File: config.mk
export PLATFORM = sky130hd
export DESIGN_NAME = bank_remap_decoder
export DESIGN_NICKNAME = d
export VERILOG_FILES = /design/src/rtl/bank_remap_pkg.sv /design/src/rtl/bank_capture.sv /design/src/rtl/addr_swap.sv /design/src/rtl/region_decode.sv /design/src/rtl/bank_remap_decoder.sv
export SDC_FILE = /design/constraint.sdc
export NUM_CORES = 1
export LEC_CHECK = 0
export BUFFER_PORTS_ARGS = -buffer_cell sky130_fd_sc_hd__buf_2
export CAP_MARGIN = 25
export CORE_MARGIN = 5
export CORE_UTILIZATION = 35
export CTS_BUF_LIST = sky130_fd_sc_hd__clkbuf_4 sky130_fd_sc_hd__clkbuf_8 sky130_fd_sc_hd__clkbuf_16
export DETAILED_ROUTE_END_ITERATION = 6
export PLACE_DENSITY = 0.87
export SLEW_MARGIN = 20
export SYNTH_ARGS = -nofsm -noshare
export SYNTH_HDL_FRONTEND = slang
export SYNTH_HIERARCHICAL = 1
export SYNTH_SLANG_ARGS = --single-unit
File: constraint.sdc
create_clock -name clk -period 1.8 [get_ports clk]
set_input_delay 0.09 -clock clk [delete_from_list [all_inputs] [get_ports clk]]
set_output_delay 0.09 -clock clk [all_outputs]
set_load 0.05 [all_outputs]
File: src/rtl/bank_remap_pkg.sv
package bank_remap_pkg;

    localparam int CPU_ADDR_W = 16;
    localparam int BANK_W     = 8;
    localparam int PHYS_W     = CPU_ADDR_W + BANK_W;

    // bits exchanged in emulation mode
    localparam int SWAP_LO = 15;
    localparam int SWAP_HI = 21;

    // region decode on the top physical bits
    localparam int              TAG_W   = 3;
    localparam logic [TAG_W-1:0] ROM_TAG = 3'b001;
    localparam logic [TAG_W-1:0] RAM_TAG = 3'b000;

    typedef enum logic [1:0] {
        REGION_NONE = 2'd0,
        REGION_RAM  = 2'd1,
        REGION_ROM  = 2'd2
    } region_e;

endpackage

File: src/rtl/bank_capture.sv
module bank_capture #(
    parameter int W = bank_remap_pkg::BANK_W
) (
    input  logic         clk,
    input  logic         rst,
    input  logic         phi2,
    input  logic [W-1:0] data_in,
    output logic [W-1:0] bank_o
);

    typedef struct packed {
        logic [W-1:0] bank;
    } cap_state_t;

    cap_state_t st_d, st_q;

    always_comb begin
        st_d = st_q;
        if (!phi2) begin
            st_d.bank = data_in;   // transparent while phase clock low
        end
        if (rst) begin
            st_d.bank = '0;
        end
    end

    always_ff @(posedge clk) begin
        st_q <= st_d;
    end

    assign bank_o = st_q.bank;

endmodule

File: src/rtl/addr_swap.sv
module addr_swap #(
    parameter int W  = bank_remap_pkg::PHYS_W,
    parameter int LO = bank_remap_pkg::SWAP_LO,
    parameter int HI = bank_remap_pkg::SWAP_HI
) (
    input  logic         emu,
    input  logic [W-1:0] raw_addr,
    output logic [W-1:0] phys_addr
);

    for (genvar i = 0; i < W; i++) begin : g_bit
        if (i == LO) begin : g_lo
            assign phys_addr[i] = emu ? raw_addr[HI] : raw_addr[i];
        end else if (i == HI) begin : g_hi
            assign phys_addr[i] = emu ? raw_addr[LO] : raw_addr[i];
        end else begin : g_pass
            assign phys_addr[i] = raw_addr[i];
        end
    end

endmodule

File: src/rtl/region_decode.sv
module region_decode
    import bank_remap_pkg::*;
#(
    parameter int W = PHYS_W
) (
    input  logic         phi2,
    input  logic [W-1:0] phys_addr,
    output logic         rom_cs,
    output logic         ram_cs
);

    logic [TAG_W-1:0] tag;
    region_e          region;

    assign tag = phys_addr[W-1 -: TAG_W];

    always_comb begin
        if (tag == ROM_TAG) begin
            region = REGION_ROM;
        end else if (tag == RAM_TAG) begin
            region = REGION_RAM;
        end else begin
            region = REGION_NONE;
        end
    end

    assign rom_cs = phi2 && (region == REGION_ROM);
    assign ram_cs = phi2 && (region == REGION_RAM);

endmodule

File: src/rtl/bank_remap_decoder.sv
module bank_remap_decoder
    import bank_remap_pkg::*;
(
    input  logic                  clk,
    input  logic                  rst,
    input  logic                  phi2,
    input  logic [BANK_W-1:0]     data_in,
    input  logic [CPU_ADDR_W-1:0] addr_in,
    input  logic                  emu,
    output logic [PHYS_W-1:0]     phys_addr,
    output logic                  rom_cs,
    output logic                  ram_cs
);

    logic [BANK_W-1:0] bank_q;
    logic [PHYS_W-1:0] raw_addr;

    bank_capture #(.W(BANK_W)) u_capture (
        .clk     (clk),
        .rst     (rst),
        .phi2    (phi2),
        .data_in (data_in),
        .bank_o  (bank_q)
    );

    assign raw_addr = {bank_q, addr_in};

    addr_swap #(.W(PHYS_W), .LO(SWAP_LO), .HI(SWAP_HI)) u_swap (
        .emu       (emu),
        .raw_addr  (raw_addr),
        .phys_addr (phys_addr)
    );

    region_decode #(.W(PHYS_W)) u_decode (
        .phi2      (phi2),
        .phys_addr (phys_addr),
        .rom_cs    (rom_cs),
        .ram_cs    (ram_cs)
    );

endmodule

==> out/qor.yml, run 1 <==
numCtsBuffers: 3
crit_path_end_kind: "output port"
hp-class: "input port to flip-flop"
clock_latency_ns: 0.24
grt_remaining_overflow: 0
hold_viol_final: 0
grt_max_degree: 11
syn_inst: 52
first_pass_iters: 2
track_usage_pct: 8.03
p_sw_share_pct: 32.0
antenna_found_initial: 0
rsz0062_at_grt: "no"
syn_nets: 80
ys_seq_elements: 8
cts.root.buffer_cell: "clkbuf_4"
setup_violations: 0
seqPwrFrac_pct: 44.0
start_util_pct: 37.5
antenna_cells: 0
clkPwrFrac_pct: 29.5
cp.arrival_ns: 1.43
dieArea_um2: 2290
period_share_pct: 84.6
worst_pin_slew_ns: 0.260
vias: 306
wirelength_um: 839
drv_slew: 0
fin_skew_ns: 0
post_cts_resized: 0
die_w_um: 47.8
pwr-share-comb_pct: 26.5
maxSlewHeadroom_pct: 82.7
cts_max_level: 1
yosysSeqAreaShare_pct: 32.0
p_leak_uw: 0.000260
clk_pin_slew_ns: 0.05
port_buffers: 23
status: "finished clean"
wl_per_cell_um: 12.2
drive_gt1_share_pct: 55.6
numClockSinks: 8
clockBufferDepth: 2
io_pins: 54
yosysUniqueCellTypes: 9
avgSynthCellArea_um2: 9.62
ff2ff_setup_slack_ns: 1.17
grt_pass1_wl_mm: 1.20
gp_congestion: 0.598
finish.cell_count_without_fillers: 69
synth-warning-count: 6
layout.nets: 84
cp.required_ns: 1.71
ir_worst_vdd_mv: 0.451
crit_path_start_kind: "flip-flop"
drtIter0Drc: 2
drc_errors: 0
grt_pass1_vias: 294
p_int_uw: 301
slowest_delay_ns: 0.32
switchingPower_uw: 142
core_um2: 1330
final_antenna_net_count: 0
dp.cells: 66
crit_family: "flip-flops"
cts-hold-fix-buffers: 0
p_per_area_nw_per_um2: 927
fmax_ghz: 0.657
cpMaxStageDelayCell: "dfxtp_1"
rows: 13
hpwlAfterDp_um: 688
critical_path_class: "flip-flop to output port"
cts_setup_buffers: 0
largest_reg_flops: 8
synthesis.area_um2: 500
cp_max_fo: 3
die_h_um: 47.8
min_period_ns: 1.52
finalSetupTns_ns: 0
synthToLayoutAreaGrowth_pct: -4.75
maxCapViolations: 0
cts_tree: "done"
via_per_inst: 4.43
timing.critical_path.buf_inv: 1
path_cells: "mux2_2 > nor4b_2 > buf_2"
==> cell usage after synthesis <==
master | instances | share of area, %
buf_1 | 1 | 0.75
buf_4 | 22 | 33
mux2i_1 | 8 | 16
and4bb_2 | 1 | 2.5
nor2_1 | 8 | 6.0
nor4b_2 | 1 | 3.0
buf_6 | 1 | 2.2
dfxtp_1 | 8 | 32
mux2_2 | 2 | 4.5
==> routing by layer <==
layer  vias to the layer above  GRT usage [%]  wire length, um
met5                         -              0                0
met1                       139           6.90              307
met4                         0           2.69                4
li1                        150              -                -
met2                        15           13.2              394
met3                         2           7.52              133
==> path summary, 6_finish.rpt <==
path,from,endpoint,depth (start not counted)
worst min register to register,u_capture/bank_o[2],u_capture/bank_o[2],2
worst max-delay path,u_capture/bank_o[5],ram_cs,3
worst max register to register,u_capture/bank_o[7],u_capture/bank_o[7],2
worst min-delay path,data_in[0],u_capture/bank_o[0],3
==> power by group through the flow <==
stage | clock network [uW] | registers, uW | logic (uW)
after floorplan | 0 | 196 | 194
after global placement | 0 | 197 | 117
after detailed placement | 0 | 198 | 119
after CTS | 137 | 195 | 119
after global routing | 150 | 196 | 125
final | 130 | 194 | 117
==> tightest hold or removal path, cell delays in order <==
cell	delay (ns)
buf_2	0.07
mux2i_1	0.05
nor2_1	0.07
==> placed cells by master (no fill, tap or decap), drive strengths merged <==
master   n
and4bb   1
clkbuf   3
nor2     8
dfxtp    8
mux2     2
buf     23
mux2i    8
nor4b    1
==> per-stage QoR <==
| step | power (uW) | cell area, um^2 | setup WS (ns) | util [%] | hold WS [ns] |
|---|---|---|---|---|---|
| after detailed placement | 317 | 454 | 0.528 | 34.1 | 0.180 |
| after global routing | 471 | 477 | 0.207 | 35.7 | 0.0782 |
| final | 442 | 477 | 0.277 | 35.7 | 0.0725 |
| after global placement | 315 | 454 | 0.583 | 34.1 | 0.180 |
| after CTS | 451 | 477 | 0.256 | 35.7 | 0.0700 |
| after floorplan | 389 | 500 | 0.000754 | - | 0.234 |
==> cell families (layout without fill, tap and decap cells) <==
| kind of cell | after synthesis | after routing | share of synthesized area, % |
|---|---|---|---|
| buffers and inverters | 24 | 26 | 36.0 |
| muxes | 10 | 10 | 20.5 |
| and+or+nand+nor | 10 | 10 | 11.5 |
| DFF | 8 | 8 | 32.0 |
==> area by class of cell <==
class | instances | area, um^2
fillers | 150 | 857
flip-flops and latches | 8 | 160
multi-input cells | 20 | 160
repair buffers | 23 | 115
clock buffers | 3 | 22.5
well taps | 15 | 18.8
(Power assumes the default switching activity.)
==> run 2: changes to the inputs <==
--- a/config.mk
+++ b/config.mk
@@ -5,13 +5,14 @@
 export SDC_FILE = /design/constraint.sdc
 export NUM_CORES = 1
 export LEC_CHECK = 0
+export ABC_AREA = 1
 export BUFFER_PORTS_ARGS = -buffer_cell sky130_fd_sc_hd__buf_2
 export CAP_MARGIN = 25
 export CORE_MARGIN = 5
-export CORE_UTILIZATION = 35
+export CORE_UTILIZATION = 31
 export CTS_BUF_LIST = sky130_fd_sc_hd__clkbuf_4 sky130_fd_sc_hd__clkbuf_8 sky130_fd_sc_hd__clkbuf_16
 export DETAILED_ROUTE_END_ITERATION = 6
-export PLACE_DENSITY = 0.87
+export PLACE_DENSITY = 0.79
 export SLEW_MARGIN = 20
 export SYNTH_ARGS = -nofsm -noshare
 export SYNTH_HDL_FRONTEND = slang
==> constraint.sdc (replaced) <==
create_clock -name clk -period 1.38 [get_ports clk]
set_input_delay 0.069 -clock clk [delete_from_list [all_inputs] [get_ports clk]]
set_output_delay 0.069 -clock clk [all_outputs]
set_load 0.05 [all_outputs]
==> run 2 against run 1 <==
  * Sequential share of layout area fell by 4.8 points
  * Via count rose by 39%
  * Worst hold slack got worse by 0.038 ns
  * Utilization fell by 3.5 points
==> out/qor.yml, run 2 <==
maxCapViolations: 0  # unchanged
wl_per_cell_um: 8.17  # was 12.2 um
numClockSinks: 8  # unchanged
layout.nets: 121  # was 84
switchingPower_uw: 218  # was 142 uW
finish.cell_count_without_fillers: 116  # was 69
yosysUniqueCellTypes: 9  # unchanged
num-fill-cells: 200  # was 150
synth-warning-count: 6  # unchanged
track_usage_pct: 7.33  # was 8.03%
vias: 424  # was 306
clkPwrFrac_pct: 28.6  # was 29.5%
hold_viol_final: 0  # unchanged
drive_gt1_share_pct: 35.2  # was 55.6%
clk_pin_slew_ns: 0.05  # about the same
gp_congestion: 0.601  # was 0.598
p_int_uw: 397  # was 301 uW
first_pass_iters: 5  # was 2
hp-class: "input port to flip-flop"  # unchanged
finalSetupTns_ns: 0  # unchanged
crit_path_end_kind: "output port"  # unchanged
cts.root.buffer_cell: "clkbuf_4"  # unchanged
grt_pass1_wl_mm: 1.45  # was 1.20 mm
pwr-share-comb_pct: 29.8  # was 26.5%
crit_path_start_kind: "flip-flop"  # unchanged
port_buffers: 23  # unchanged
hpwlAfterDp_um: 768  # was 688 um
core_um2: 1730  # was 1330 um^2
yosys.area.top_type_share_pct: 29.3  # was 33.0%
status: "finished clean"  # unchanged
grt_max_degree: 17  # was 11
cp.arrival_ns: 1.16  # was 1.43 ns
synth_area_leaders: "buf_4 29%, dfxtp_1 28%, nand2_1 16%"  # was buf_4 33%, dfxtp_1 32%, mux2i_1 16%
fmax_ghz: 0.817
numCtsBuffers: 3  # unchanged
synth_edf_count: 0  # unchanged
drtIter0Drc: 2  # unchanged
die_w_um: 52.6  # was 47.8 um
fin_skew_ns: 0  # unchanged
dieArea_um2: 2770  # was 2290 um^2
start_util_pct: 32.6  # was 37.5%
worst_pin_slew_ns: 0.246  # was 0.260 ns
period_share_pct: 88.7
synth_top_area_cell: "buf_4"  # unchanged
p_sw_share_pct: 35.5  # was 32.0%
seqCellArea_um2: 160  # unchanged
post_cts_resized: 0  # unchanged
io_pins: 54  # unchanged
rsz0062_at_grt: "no"  # unchanged
avgSynthCellArea_um2: 6.40  # was 9.62 um^2
cp_max_fo: 3  # unchanged
cts_tree: "done"  # unchanged
wirelength_um: 948  # was 839 um
via_per_inst: 3.66  # was 4.43
cts_max_level: 1  # unchanged
final_cell_mix: "24 x nand2_1, 23 x buf_2, 15 x nor2_1, 12 x inv_1, 8 x dfxtp_1"  # was 23 x buf_2, 8 x mux2i_1, 8 x nor2_1, 8 x dfxtp_1, 3 x clkbuf_4
clock_latency_ns: 0.25  # was 0.24 ns
antenna_cells: 0  # unchanged
synthToLayoutAreaGrowth_pct: -1.11  # was -4.75%
synthesis.area_um2: 563  # was 500 um^2
largest_reg_flops: 8  # unchanged
syn_nets: 116  # was 80
clockBufferDepth: 2  # unchanged
final_antenna_net_count: 0  # unchanged
post-synth-top-count-cell: "nand2_1"  # was buf_4
ys_seq_elements: 8  # unchanged
seqPwrFrac_pct: 41.6  # was 44.0%
drc_errors: 0  # unchanged
p_per_area_nw_per_um2: 1110  # was 927 nW/um^2
min_period_ns: 1.22
yosysSeqAreaShare_pct: 28.4  # was 32.0%
die_h_um: 52.6  # was 47.8 um
multi_input_area_um2: 171  # was 160 um^2
ys_top_cells_by_count: "24 x nand2_1, 22 x buf_4, 17 x nor2_1"  # was 22 x buf_4, 8 x dfxtp_1, 8 x mux2i_1, 8 x nor2_1, 2 x mux2_2
rows: 15  # was 13
cts-hold-fix-buffers: 0  # unchanged
synthArstFlopShare_pct: 0  # unchanged
p_leak_uw: 0.000338  # was 0.000260 uW
synth_ff_type: "dfxtp_1"  # unchanged
drv_slew: 0  # unchanged
syn_inst: 88  # was 52
maxSlewHeadroom_pct: 83.6  # was 82.7%
cp.required_ns: 1.31  # was 1.71 ns
final_common_cell: "nand2_1"  # was buf_2
critical_path_class: "flip-flop to output port"  # unchanged
grt_remaining_overflow: 0  # unchanged
cts_setup_buffers: 0  # unchanged
antenna_found_initial: 0  # unchanged
grt_pass1_vias: 386  # was 294
dp.cells: 113  # was 66
ir_worst_vdd_mv: 0.332  # was 0.451 mV
setup_violations: 0  # unchanged
[run 2: cell types whose count changed in the layout (fill, tap and decap cells not counted), sizes merged]
cell / change
and4bb: -1
buf: +1
inv: +13
mux2: -2
mux2i: -8
nand2: +25
nor2: +10
nor4b: -1
[run 2: worst max-delay path: stages (launching register included)]
cell,delay [ns]
dfxtp_1,0.34
nand2_1,0.06
nand2_1,0.09
nand2_1,0.08
nor2_2,0.09
buf_2,0.26
[run 2: cell type report]
cell class | instances | share of cell area [%]
Clock buffer | 3 | 4.04
Timing Repair Buffer | 24 | 22.0
Multi-Input combinational cell | 43 | 30.8
Tap cell | 25 | 5.62
Inverter | 13 | 8.76
Sequential cell | 8 | 28.8
[run 2: per-layer routing]
metal	part of all wire, %	vias to the layer above	track usage, %
li1	-	235	-
met1	42	168	7.42
met2	45	19	11.2
met3	12	2	4.27
met4	0.21	0	5.11
met5	0	-	0
[run 2: cell families after synthesis]
| family | count (synthesis) | share of synthesized area [%] |
|---|---|---|
| flip-flops | 8 | 28.4 |
| buffers and inverters | 37 | 42.0 |
| AND/OR/NAND/NOR | 43 | 29.6 |
[run 2: power groups by stage]
stage	logic, uW	clock network, uW	registers, uW
after floorplan	280	0	259
after global placement	181	0	261
after detailed placement	186	0	262
after CTS	186	189	257
after global routing	201	196	259
final	183	176	256
[run 2: worst paths after layout]
check | start | to | slack [ns] | depth (start not counted)
max | u_capture/bank_o[5] | rom_cs | 0.16 | 5
min | data_in[3] | u_capture/bank_o[3] | 0.03 | 3
max reg2reg | u_capture/bank_o[6] | u_capture/bank_o[6] | 0.73 | 4
min reg2reg | u_capture/bank_o[2] | u_capture/bank_o[2] | 0.50 | 4
[run 2: stage by stage]
step	setup WS (ns)	hold WS, ns	util (%)	total power, uW	cell area, um^2
floorplan	-0.0106	0.198	-	539	568
CTS	0.136	0.0248	32.2	632	557
finish	0.155	0.0340	32.2	615	557
detailed placement	0.417	0.138	30.9	448	534
global placement	0.455	0.138	30.9	442	534
global route	0.0549	0.0403	32.2	656	557
